==> config.mk <==
export PLATFORM = sky130hd
export DESIGN_NAME = opnd_bypass
export DESIGN_NICKNAME = d
export VERILOG_FILES = /design/src/rtl/opbyp_pkg.sv /design/src/rtl/opbyp_last_result.sv /design/src/rtl/opbyp_last_load.sv /design/src/rtl/opbyp_opsel.sv /design/src/rtl/opnd_bypass.sv
export SDC_FILE = /design/constraint.sdc
export NUM_CORES = 1
export LEC_CHECK = 0
export ABC_AREA = 1
export BUFFER_PORTS_ARGS = -buffer_cell sky130_fd_sc_hd__buf_2
export CORE_MARGIN = 4
export CORE_UTILIZATION = 35
export DETAILED_ROUTE_END_ITERATION = 8
export PLACE_DENSITY = 0.73
export SETUP_SLACK_MARGIN = 0.15
export SLEW_MARGIN = 10
export SYNTH_ARGS = -nofsm -noshare
export SYNTH_HDL_FRONTEND = slang
export SYNTH_HIERARCHICAL = 1
export SYNTH_SLANG_ARGS = --single-unit
==> constraint.sdc <==
create_clock -name clk -period 2.7 [get_ports clk]
set_clock_uncertainty 0.2 [all_clocks]
set_input_delay 0 -clock clk [delete_from_list [all_inputs] [get_ports clk]]
set_output_delay 0 -clock clk [all_outputs]
set_load 0.02 [all_outputs]
==> src/rtl/opbyp_pkg.sv <==
package opbyp_pkg;
  typedef enum logic [1:0] {
    SRC_RF   = 2'd0,
    SRC_LAST = 2'd1,
    SRC_LOAD = 2'd2
  } opsrc_e;
endpackage

==> src/rtl/opbyp_last_result.sv <==
module opbyp_last_result #(
  parameter int RW = 4,
  parameter int DW = 32
) (
  input  logic          clk,
  input  logic          rst_n,
  input  logic          acc,
  input  logic          wr_exec,
  input  logic          cond,
  input  logic [RW-1:0] dst,
  input  logic          wb_valid,
  input  logic [DW-1:0] wb_data,
  output logic          trk_valid,
  output logic [RW-1:0] trk_reg,
  output logic          trk_pend,
  output logic [DW-1:0] trk_data
);
  logic producer;
  assign producer = acc && wr_exec && !cond;

  always_ff @(posedge clk) begin
    if (!rst_n) begin
      trk_valid <= 1'b0;
      trk_reg   <= '0;
      trk_pend  <= 1'b0;
      trk_data  <= '0;
    end else begin
      if (acc) trk_valid <= producer;
      if (producer) trk_reg <= dst;
      if (producer) trk_pend <= 1'b1;
      else if (wb_valid) trk_pend <= 1'b0;
      if (wb_valid) trk_data <= wb_data;
    end
  end

  assert_one_shot_R3: assert property (@(posedge clk) disable iff (!rst_n)
    (acc && !wr_exec) |=> !trk_valid);
  assert_cond_no_fwd_R6: assert property (@(posedge clk) disable iff (!rst_n)
    (acc && cond) |=> !trk_valid);
  assert_pend_clear_R10: assert property (@(posedge clk) disable iff (!rst_n)
    (wb_valid && !producer) |=> !trk_pend);
endmodule

==> src/rtl/opbyp_last_load.sv <==
module opbyp_last_load #(
  parameter int RW = 4,
  parameter int DW = 32
) (
  input  logic          clk,
  input  logic          rst_n,
  input  logic          acc,
  input  logic          is_load,
  input  logic          wr_exec,
  input  logic          cond,
  input  logic [RW-1:0] dst,
  input  logic          rsp_valid,
  input  logic [DW-1:0] rsp_data,
  output logic          trk_valid,
  output logic [RW-1:0] trk_reg,
  output logic          trk_pend,
  output logic [DW-1:0] trk_data
);
  logic new_load, kill;
  assign new_load = acc && is_load && !cond;
  assign kill     = acc && !is_load && wr_exec && (dst == trk_reg);

  always_ff @(posedge clk) begin
    if (!rst_n) begin
      trk_valid <= 1'b0;
      trk_reg   <= '0;
      trk_pend  <= 1'b0;
      trk_data  <= '0;
    end else begin
      if (acc && is_load) begin
        trk_valid <= !cond;
        trk_reg   <= dst;
      end else if (kill) begin
        trk_valid <= 1'b0;
      end
      if (new_load) trk_pend <= 1'b1;
      else if (rsp_valid) trk_pend <= 1'b0;
      if (rsp_valid) trk_data <= rsp_data;
    end
  end

  assert_overwrite_kill_R7: assert property (@(posedge clk) disable iff (!rst_n)
    kill |=> !trk_valid);
  assert_pend_clear_R5: assert property (@(posedge clk) disable iff (!rst_n)
    (rsp_valid && !new_load) |=> !trk_pend);
  assert_cond_load_R6: assert property (@(posedge clk) disable iff (!rst_n)
    (acc && is_load && cond) |=> !trk_valid);
endmodule

==> src/rtl/opbyp_opsel.sv <==
module opbyp_opsel
  import opbyp_pkg::*;
#(
  parameter int NREGS = 16,
  parameter int RW    = 4,
  parameter int DW    = 32
) (
  input  logic             use_op,
  input  logic [RW-1:0]    src,
  input  logic [NREGS-1:0] lock,
  input  logic [DW-1:0]    rf_data,
  input  logic             lr_valid,
  input  logic [RW-1:0]    lr_reg,
  input  logic             lr_pend,
  input  logic [DW-1:0]    lr_data,
  input  logic             ld_valid,
  input  logic [RW-1:0]    ld_reg,
  input  logic             ld_pend,
  input  logic [DW-1:0]    ld_data,
  output logic [1:0]       sel,
  output logic [DW-1:0]    data,
  output logic             wait_o
);
  logic lr_hit, ld_hit;
  assign lr_hit = use_op && lr_valid && (lr_reg == src);
  assign ld_hit = use_op && ld_valid && (ld_reg == src);

  always_comb begin
    sel    = SRC_RF;
    data   = rf_data;
    wait_o = 1'b0;
    if (lr_hit) begin
      sel    = SRC_LAST;
      data   = lr_data;
      wait_o = lr_pend;
    end else if (ld_hit) begin
      sel    = SRC_LOAD;
      data   = ld_data;
      wait_o = ld_pend;
    end else if (use_op) begin
      wait_o = lock[src];
    end
  end
endmodule

==> src/rtl/opnd_bypass.sv <==
module opnd_bypass
  import opbyp_pkg::*;
#(
  parameter int NREGS = 16,
  parameter int DW    = 32,
  localparam int RW   = $clog2(NREGS)
) (
  input  logic             clk,
  input  logic             rst_n,
  input  logic             dec_valid,
  output logic             dec_ready,
  input  logic             dec_use_a,
  input  logic [RW-1:0]    dec_src_a,
  input  logic             dec_use_b,
  input  logic [RW-1:0]    dec_src_b,
  input  logic [RW-1:0]    dec_dst,
  input  logic             dec_exec_wr,
  input  logic             dec_load,
  input  logic             dec_cond,
  input  logic             exe_res_valid,
  input  logic [DW-1:0]    exe_res_data,
  input  logic             ld_rsp_valid,
  input  logic [DW-1:0]    ld_rsp_data,
  input  logic [NREGS-1:0] reg_lock,
  input  logic [DW-1:0]    rf_data_a,
  input  logic [DW-1:0]    rf_data_b,
  output logic [1:0]       sel_a,
  output logic [1:0]       sel_b,
  output logic [DW-1:0]    opnd_a,
  output logic [DW-1:0]    opnd_b,
  output logic             stall
);
  localparam int NOPS = 2;

  logic          acc, wr_exec;
  logic          lr_valid, lr_pend, ld_valid, ld_pend;
  logic [RW-1:0] lr_reg, ld_reg;
  logic [DW-1:0] lr_data, ld_data;

  logic          use_w  [NOPS];
  logic [RW-1:0] src_w  [NOPS];
  logic [DW-1:0] rf_w   [NOPS];
  logic [1:0]    sel_w  [NOPS];
  logic [DW-1:0] data_w [NOPS];
  logic [NOPS-1:0] wait_w;

  assign use_w[0] = dec_use_a;
  assign use_w[1] = dec_use_b;
  assign src_w[0] = dec_src_a;
  assign src_w[1] = dec_src_b;
  assign rf_w[0]  = rf_data_a;
  assign rf_w[1]  = rf_data_b;

  assign wr_exec   = dec_exec_wr && !dec_load;
  assign dec_ready = ~|wait_w;
  assign acc       = dec_valid && dec_ready;
  assign stall     = dec_valid && (|wait_w);

  opbyp_last_result #(.RW(RW), .DW(DW)) u_lr (
    .clk(clk), .rst_n(rst_n), .acc(acc), .wr_exec(wr_exec), .cond(dec_cond),
    .dst(dec_dst), .wb_valid(exe_res_valid), .wb_data(exe_res_data),
    .trk_valid(lr_valid), .trk_reg(lr_reg), .trk_pend(lr_pend), .trk_data(lr_data)
  );

  opbyp_last_load #(.RW(RW), .DW(DW)) u_ld (
    .clk(clk), .rst_n(rst_n), .acc(acc), .is_load(dec_load), .wr_exec(wr_exec),
    .cond(dec_cond), .dst(dec_dst), .rsp_valid(ld_rsp_valid), .rsp_data(ld_rsp_data),
    .trk_valid(ld_valid), .trk_reg(ld_reg), .trk_pend(ld_pend), .trk_data(ld_data)
  );

  for (genvar i = 0; i < NOPS; i++) begin : g_op
    opbyp_opsel #(.NREGS(NREGS), .RW(RW), .DW(DW)) u_sel (
      .use_op(use_w[i]), .src(src_w[i]), .lock(reg_lock), .rf_data(rf_w[i]),
      .lr_valid(lr_valid), .lr_reg(lr_reg), .lr_pend(lr_pend), .lr_data(lr_data),
      .ld_valid(ld_valid), .ld_reg(ld_reg), .ld_pend(ld_pend), .ld_data(ld_data),
      .sel(sel_w[i]), .data(data_w[i]), .wait_o(wait_w[i])
    );
  end

  assign sel_a  = sel_w[0];
  assign sel_b  = sel_w[1];
  assign opnd_a = data_w[0];
  assign opnd_b = data_w[1];

  assert_load_ready_R5: assert property (@(posedge clk) disable iff (!rst_n)
    (acc && dec_use_a && sel_a == SRC_LOAD) |-> !ld_pend);
  assert_last_ready_R10: assert property (@(posedge clk) disable iff (!rst_n)
    (acc && dec_use_b && sel_b == SRC_LAST) |-> !lr_pend);
  assert_lock_stall_R8: assert property (@(posedge clk) disable iff (!rst_n)
    (dec_valid && dec_use_a && sel_a == SRC_RF && reg_lock[dec_src_a]) |-> stall);
  assert_unused_rf_R8: assert property (@(posedge clk) disable iff (!rst_n)
    !dec_use_b |-> (sel_b == SRC_RF));
endmodule

==> metrics list, run 1 <==
- During placement, the flow inserted port buffers numbering roughly 240.
- The cell sitting at the root of the clock tree is a clkbuf_16.
* I/O pin total: 236
- Met2 Use GR: approximately 37%
- During synthesis, Yosys emitted a total of 6 warnings.
- TritonCTS built the clock tree.
- Startpoint kind of the worst setup timing path: flip-flop
- The longest clock path from root to sink contains 2 buffers.
- Starting density of the core: between 30% and 40%
* Number of standard cells in the final layout excluding fillers: between 1000 and 1500
* R2r setup slk: around 480 ps
- Entering global routing, the biggest net connects 66 pins.
- At the end of the flow, the number of nets in the layout was between 1000 and 1500.
* Critical path type: reg2out
* Number of nets in the synthesized netlist: 1071
- Antenna violations before repair: 1
- After synthesis, the share of flip-flops with an asynchronous set or reset is 0%.
- Largest fanout of any net on the critical path: between 60 and 70
- Summed over all cells, the static leakage comes to between 0.004 and 0.005 uW.
* Starting DRC count in detailed routing: roughly 450
* CTS sink cnt: 76
- The synthesized design contains 0 enable-type register cells.
* Leading register cell type out of synthesis: dfxtp_1
- GR Util met1: 25.5%
- Sequential cells were found to cover between 20% and 30% of the synthesized design area.
- GRT Max-Usage Layer: met2
* Pre-Repair DR Iteration Count: 5
- TritonCTS created 9 clock buffers.
- At the pin with the least slew margin, the transition time is around 710 ps.
* Fraction of final layout cells sized beyond drive strength 1: roughly a quarter
- In the layout the commonest cells are nand2_1, buf_2, nor2_1, inv_1, o21ai_1.
* Final Max Tran Viols: 0
- Part of the cycle the worst path needs: roughly 88%
- The first global-routing pass estimated 29200 um of wire.
- The floorplan step defined a die boundary enclosing 17000 sq um.
* Die X: ~130 um
- The path class of the tightest hold or removal check is in2reg.
* Final Wtd Congestion: slightly above 0.9
- For the final routed database, the setup TNS stands at 0 ps.
* Overflow left after global routing: 0
* Power Dens Cells: roughly 440 nW/um^2
- In the routed layout, each cell is associated on average with a via count of between 4 and 5.
* WL final: ~19000 um
- The cell count after synthesis came out at 905.
- After clock tree synthesis, the clock-pin slew on the worst setup and hold paths is about 60 ps.
* Hold violation total from the final report: 0
* Largest registers ranked by flip-flop count: u_ld/trk_data (32), u_lr/trk_data (32)
* Via count: approximately 6700
* Endpoints failing setup: 0
- After synthesis the netlist holds a flip-flop and latch count of between 70 and 80.
* Most common library cell in the layout ignoring fill and taps: nand2_1
- Post-route antenna net violation count: 0
- Vias in the first global route: ~6300
- Number of cells in the design after placement: 1279
- The H-tree was split into 3 levels.
- Vertical die dimension: between 100 and 150 um
- For this run, global-route usage on met3 was measured as 4.02%.
- Setup repair after global routing left no endpoint under its margin.
* Relative slew slack: between 50% and 60%
* Arrival time at the worst endpoint: roughly 2200 ps
- Clock latency reported for the late side of the worst-skew pair: approximately 340 ps
- Required time of the critical path: 2500 ps
- Overall global routing resource usage: a little over a fifth
- The core region is 14600 sq um.
- The floorplan has 44 rows.
- Fmax: approximately 0.42 GHz
* Synthesized area divided by synthesized cell count: 5.81 sq um
- Outcome: finished, final reports clean
* # DRC: 0
- The HPWL after detailed placement is 13200 um.
- Dividing the detail-routed wire length by the instance count gives ~14 um.
- In this run, distinct cell masters in the synthesized netlist total 22.
- In this run the post-CTS setup repair buffer count came out at 0.
- The tool flagged a number of max-cap violations equal to 0.
- Area added between synthesis and finish: 42.1%
- Worst vdd rail ir drop: approximately 0.26 mV
- After synthesis the cells add up to between 5000 and 6000 sq um.
- The clock period could shrink to around 2400 ps.
- Crit path capture type: output port
==> report_power, final <==
| part | total [uW] | internal, uW | switching (uW) |
|---|---|---|---|
| logic | 743 | 335 | 408 |
| registers | 1260 | 1200 | 58.9 |
| clock network | 1320 | 853 | 467 |
==> worst max-delay path, cell delays in order (launching register included) <==
cell and delay [ps]:
dfxtp_1 400, inv_1 60, nand2_1 60, nand2_1 50, nor2_1 130, nand3_2 150, inv_2 90, buf_6 390
nand2_1 90, o21ai_0 130, buf_2 220
==> cells by family (layout without fill, tap and decap cells) <==
family                 Yosys count  count (layout)  synth area share (%)
AND/OR/NAND/NOR                455             455                  34.8
other                            0               1                     0
buffers and inverters          173             460                  16.7
flip-flops                      76              76                  29.0
XOR/XNOR                         1               1                 0.167
AO/OA/AOI/OAI                  200             200                  19.4
==> worst paths after layout <==
kind              depth (start not counted)                              to                    startpoint
setup / recovery                         10                       opnd_b[4]  u_lr/trk_reg[1]$_SDFFE_PN0P_
hold / removal                            4  u_lr/trk_data[21]$_SDFFE_PN0P_                 exe_res_valid
setup reg to reg                         15    u_lr/trk_reg[1]$_SDFFE_PN0P_  u_lr/trk_reg[1]$_SDFFE_PN0P_
hold reg to reg                           2      u_lr/trk_pend$_SDFFE_PN0P_    u_lr/trk_pend$_SDFFE_PN0P_
==> routing by layer <==
layer | vias up | part of all wire [%]
met2 | 267 | 49
li1 | 3359 | -
met1 | 3031 | 41
met4 | 0 | 3.2
met5 | - | 0
met3 | 47 | 6.3
==> cell usage after synthesis, types with 2 or more instances <==
cell type	count	share of area, %
buf_6	21	4.5
buf_2	10	0.95
nand3_2	5	0.95
clkbuf_2	9	0.86
nand3_1	24	2.3
nor2_4	2	0.43
nor2_2	11	1.3
dfxtp_1	76	29
o21ai_2	4	0.67
nor2_1	150	11
inv_1	113	8.1
a21oi_1	6	0.57
nand2_1	257	18
nand2_2	5	0.60
inv_2	6	0.43
o21ai_1	108	10
buf_4	12	1.7
clkbuf_1	2	0.14
o21ai_0	81	7.7
==> stage by stage <==
step | setup WS (ps) | hold WS, ps | total power [uW] | area [sq um] | utilization [%]
6_report | 329 | 57.3 | 3320 | 7470 | 51.0
5_1_grt | 169 | 66.8 | 3490 | 7470 | 51.0
4_1_cts | 182 | 38.6 | 3350 | 7460 | 51.0
3_5_place_dp | 515 | 26.8 | 1920 | 6310 | 43.1
3_3_place_gp | 534 | 22.9 | 1910 | 6310 | 43.1
2_1_floorplan | 500 | -71.8 | 1650 | 5260 | -
==> layout make-up <==
class / instances / area (sq um)
timing repair buffer: 326 / 2080
fill: 1458 / 7180
sequential: 76 / 1520
multi-input combinational: 656 / 2860
tap: 184 / 230
clock buffer: 11 / 253
antenna: 1 / 2.50
clock inverter: 4 / 72.6
inverter: 119 / 447
==> timing repair <==
action                     4_1_cts  5_1_grt
hold buffers                    82        0
resized for setup                1        2
cloned                           0        0
setup endpoints to repair        1       33
hold endpoints to repair        76        0
No activity file was read; power rests on OpenSTA's default activity.
==> run 2, diff against run 1 <==
- clock period: 2.7 -> 2.8 ns (I/O delays scaled with it)
==> metrics list, run 2 (synthesis gave the netlist of run 1 again) <==
- Final Wtd Congestion: 0.925 (+0.30%)
* Cell at the slowest stage of the critical path: buf_4
* Critical path type: reg2out
- The cell total after placement was 1278 (-0.078%).
- Most common library cell in the layout ignoring fill and taps: nand2_1
- Switching share of power: 30.6% (+2.4 points)
- The starting DRC count in detailed routing came to 460 (+1.3%).
- The clock latency on the worst-skew pair is 340 ps (about the same).
- The power density normalized to cell area was 412 nW/um^2 (-7.3%).
- The critical path's largest stage delay is 520 ps (+120 ps).
- Post-route antenna net violation count: 0 (unchanged)
- The critical-path maximum fanout came to 65 (unchanged).
* # DRC: 0 (unchanged)
- The HPWL after detailed placement was 13000 um (-1.4%).
* Relative slew slack: 51.8% (-0.92 points)
* Pre-Repair DR Iteration Count: 5 (unchanged)
- Placeable Area: 14600 sq um (unchanged)
- Fmax: approximately 0.4 GHz
- Post-layout power: 3000 uW (-9.6%)
- The transition time at the pin with the least slew margin came to 722 ps (+13.8 ps).
- Clock tree from TritonCTS: done
* Reported max-cap violation count: 0 (unchanged)
- Drt wl/cell: 13.7 um (-1.2%)
- Die ar.: 17000 sq um (unchanged)
- The share of total power in sequential cells is 40.3% (+2.5 points).
- The internal power component is 2080 uW (-13%).
- Worst vdd rail ir drop: 0.312 mV (+19%)
* Cell count of the worst reg-to-reg path: 15 (unchanged)
* Clock Tree Root: clkbuf_16
- The net switching component of the power is 918 uW (-1.7%).
* Top delay family on crit path: buffers and inverters
- The final setup TNS came to 0 ps (unchanged).
- The wire length of the first global-routing pass was 28200 um (-3.6%).
- I/O pin total: 236 (unchanged)
* Combinational share of power: 23.1% (+0.7 points)
- Vertical die dimension: 131 um (unchanged)
- The clock transition at the registers of the reported paths came to 60 ps (about the same).
- The startpoint identified for the worst hold timing path is dec_valid.
- Via count: 6529 (-2.6%)
- STA classifies the critical path startpoint as a flip-flop.
- The register-to-register path setup slack is 590 ps (+110 ps).
- Pin count of the biggest net entering global routing: 75 (+14%)
* Net count, final: 1342 (-0.89%)
- Largest registers ranked by flip-flop count: u_ld/trk_data (32), u_lr/trk_data (32)
- The site row count was 44 (unchanged).
- Of the available clock period, the critical path in the final layout requires roughly 88%.
- The endpoint identified for the worst register-to-register timing path is u_lr/trk_reg[2]$_SDFFE_PN0P_.
* Clock share of power: 36.5% (-3.3 points)
- The share of final-layout standard cells stronger than drive strength 1 is 25.0% (+0.17 points).
- Outcome: finished, final reports clean
* Overall global routing resource usage: 20.6% (-0.62 points)
* Unrepaired setup endpoints after global routing: no
- The count of clock tree sinks came to 76 (unchanged).
* Hold Crit Class: in2reg
- The buffer and inverter count on the worst path was 4 (unchanged).
* Area added between synthesis and finish: 38.7%
- Endpoints failing setup: 0 (unchanged)
- The total leakage power came to 0.00391 uW (-2.4%).
- Via density per instance: 4.78 (-1.8%)
- In this design, the critical path's most frequently occurring cell is nand2_1.
* Vias in the first global route: 5986 (-4.3%)
- The core utilization of the finished layout was 49.8% (-1.2 points).
* Hold violation total from the final report: 0 (unchanged)
- In this run the critical register-to-register path is launched from u_lr/trk_reg[1]$_SDFFE_PN0P_.
- The x dimension of the die is 131 um (unchanged).
- The worst setup path is captured at an output port.
- Arrival time at the worst endpoint: 2260 ps (+90 ps)
- The buffer depth of the longest clock path came to 2 (unchanged).
- For the finished layout, the period the worst path requires is between 2000 and 2500 ps.
- Antenna violations before repair: 1 (unchanged)
- The max-slew violation count was 0 (unchanged).
* Required time of the critical path: 2600 ps (+100 ps)
- The number of buffers inserted during clock tree synthesis was 9 (unchanged).
- The effective utilization at floorplan was 35.9% (unchanged).
* Endpoint, Worst Hold: u_lr/trk_valid$_SDFFE_PN0P_
* Hold Path Stages: 6 (+2)
* Overflow left after global routing: 0 (unchanged)
* # H-tree levels: 3 (unchanged)
* Number of I/O port buffers: 235 (unchanged)
* WL final: 18600 um (-2.0%)
- In the layout the commonest cells are nand2_1, buf_2, nor2_1, inv_1, o21ai_1.
* Number of standard cells in the final layout excluding fillers: 1366 (-0.80%)
- The signal on the critical path passes through inv_1, nand2_1, nand2_1, nor2_1, nand3_2, inv_2, buf_4, nand2_1, o21ai_1, buf_2.
## run 2: worst max-delay path by stage
stage	slack (ps)	cells past startpoint	startpoint	end
3_5_place_dp	600	9	u_lr/trk_reg[1]$_SDFFE_PN0P_	opnd_a[2]
5_1_grt	150	10	u_lr/trk_reg[1]$_SDFFE_PN0P_	opnd_b[6]
2_1_floorplan	600	17	u_ld/trk_reg[0]$_SDFFE_PN0P_	u_ld/trk_valid$_SDFFE_PN0P_
3_3_place_gp	660	9	u_lr/trk_reg[1]$_SDFFE_PN0P_	opnd_a[2]
4_1_cts	220	9	u_lr/trk_reg[1]$_SDFFE_PN0P_	opnd_a[2]
6_report	340	10	u_lr/trk_reg[1]$_SDFFE_PN0P_	opnd_b[6]
## run 2: metrics by stage
stage / setup slack [ps] / hold slack [ps] / cell area, sq um
2_1_floorplan: 600 / -71.8 / 5260
3_3_place_gp: 657 / 21.3 / 6290
3_5_place_dp: 596 / 28.3 / 6290
4_1_cts: 220 / 32.6 / 7280
5_1_grt: 154 / 66.0 / 7290
6_report: 339 / 32.2 / 7290
## run 2: tightest hold or removal path, stage by stage
cell and delay (ps):
buf_2 100, inv_1 110, nor2_2 90, inv_1 50
nand2_1 40, a21oi_1 130
## run 2: cell type report
cell class / count / area (sq um)
fillers: 1517 / 7360
multi-input cells: 656 / 2860
repair buffers: 314 / 1950
flip-flops and latches: 76 / 1520
inverters: 119 / 447
clock buffers: 10 / 239
well taps: 184 / 230
clock inverters: 5 / 37.5
diodes: 2 / 5.00
## run 2: what timing repair did
item                                   CTS  global route
setup endpoints to repair                0            11
gates resized for setup                  0             1
setup buffers                            0             0
hold buffers                            71             0
endpoints found under the hold margin   76             0
## run 2: layer usage
layer | up-vias | part of all wire (%) | wire length (um) | GRT usage, %
met5 | - | 0 | 0 | 0
met4 | 0 | 3.6 | 668 | 9.50
met3 | 50 | 5.3 | 996 | 3.54
met2 | 257 | 49 | 9050 | 35.0
met1 | 2877 | 43 | 7930 | 25.4
li1 | 3345 | - | - | -
## run 2: power by group through the flow
stage	Sequential (uW)	Clock [uW]	Combinational [uW]
2_1_floorplan	1220	0	377
3_3_place_gp	1230	0	609
3_5_place_dp	1230	0	610
4_1_cts	1210	1120	691
5_1_grt	1220	1170	768
6_report	1210	1100	694
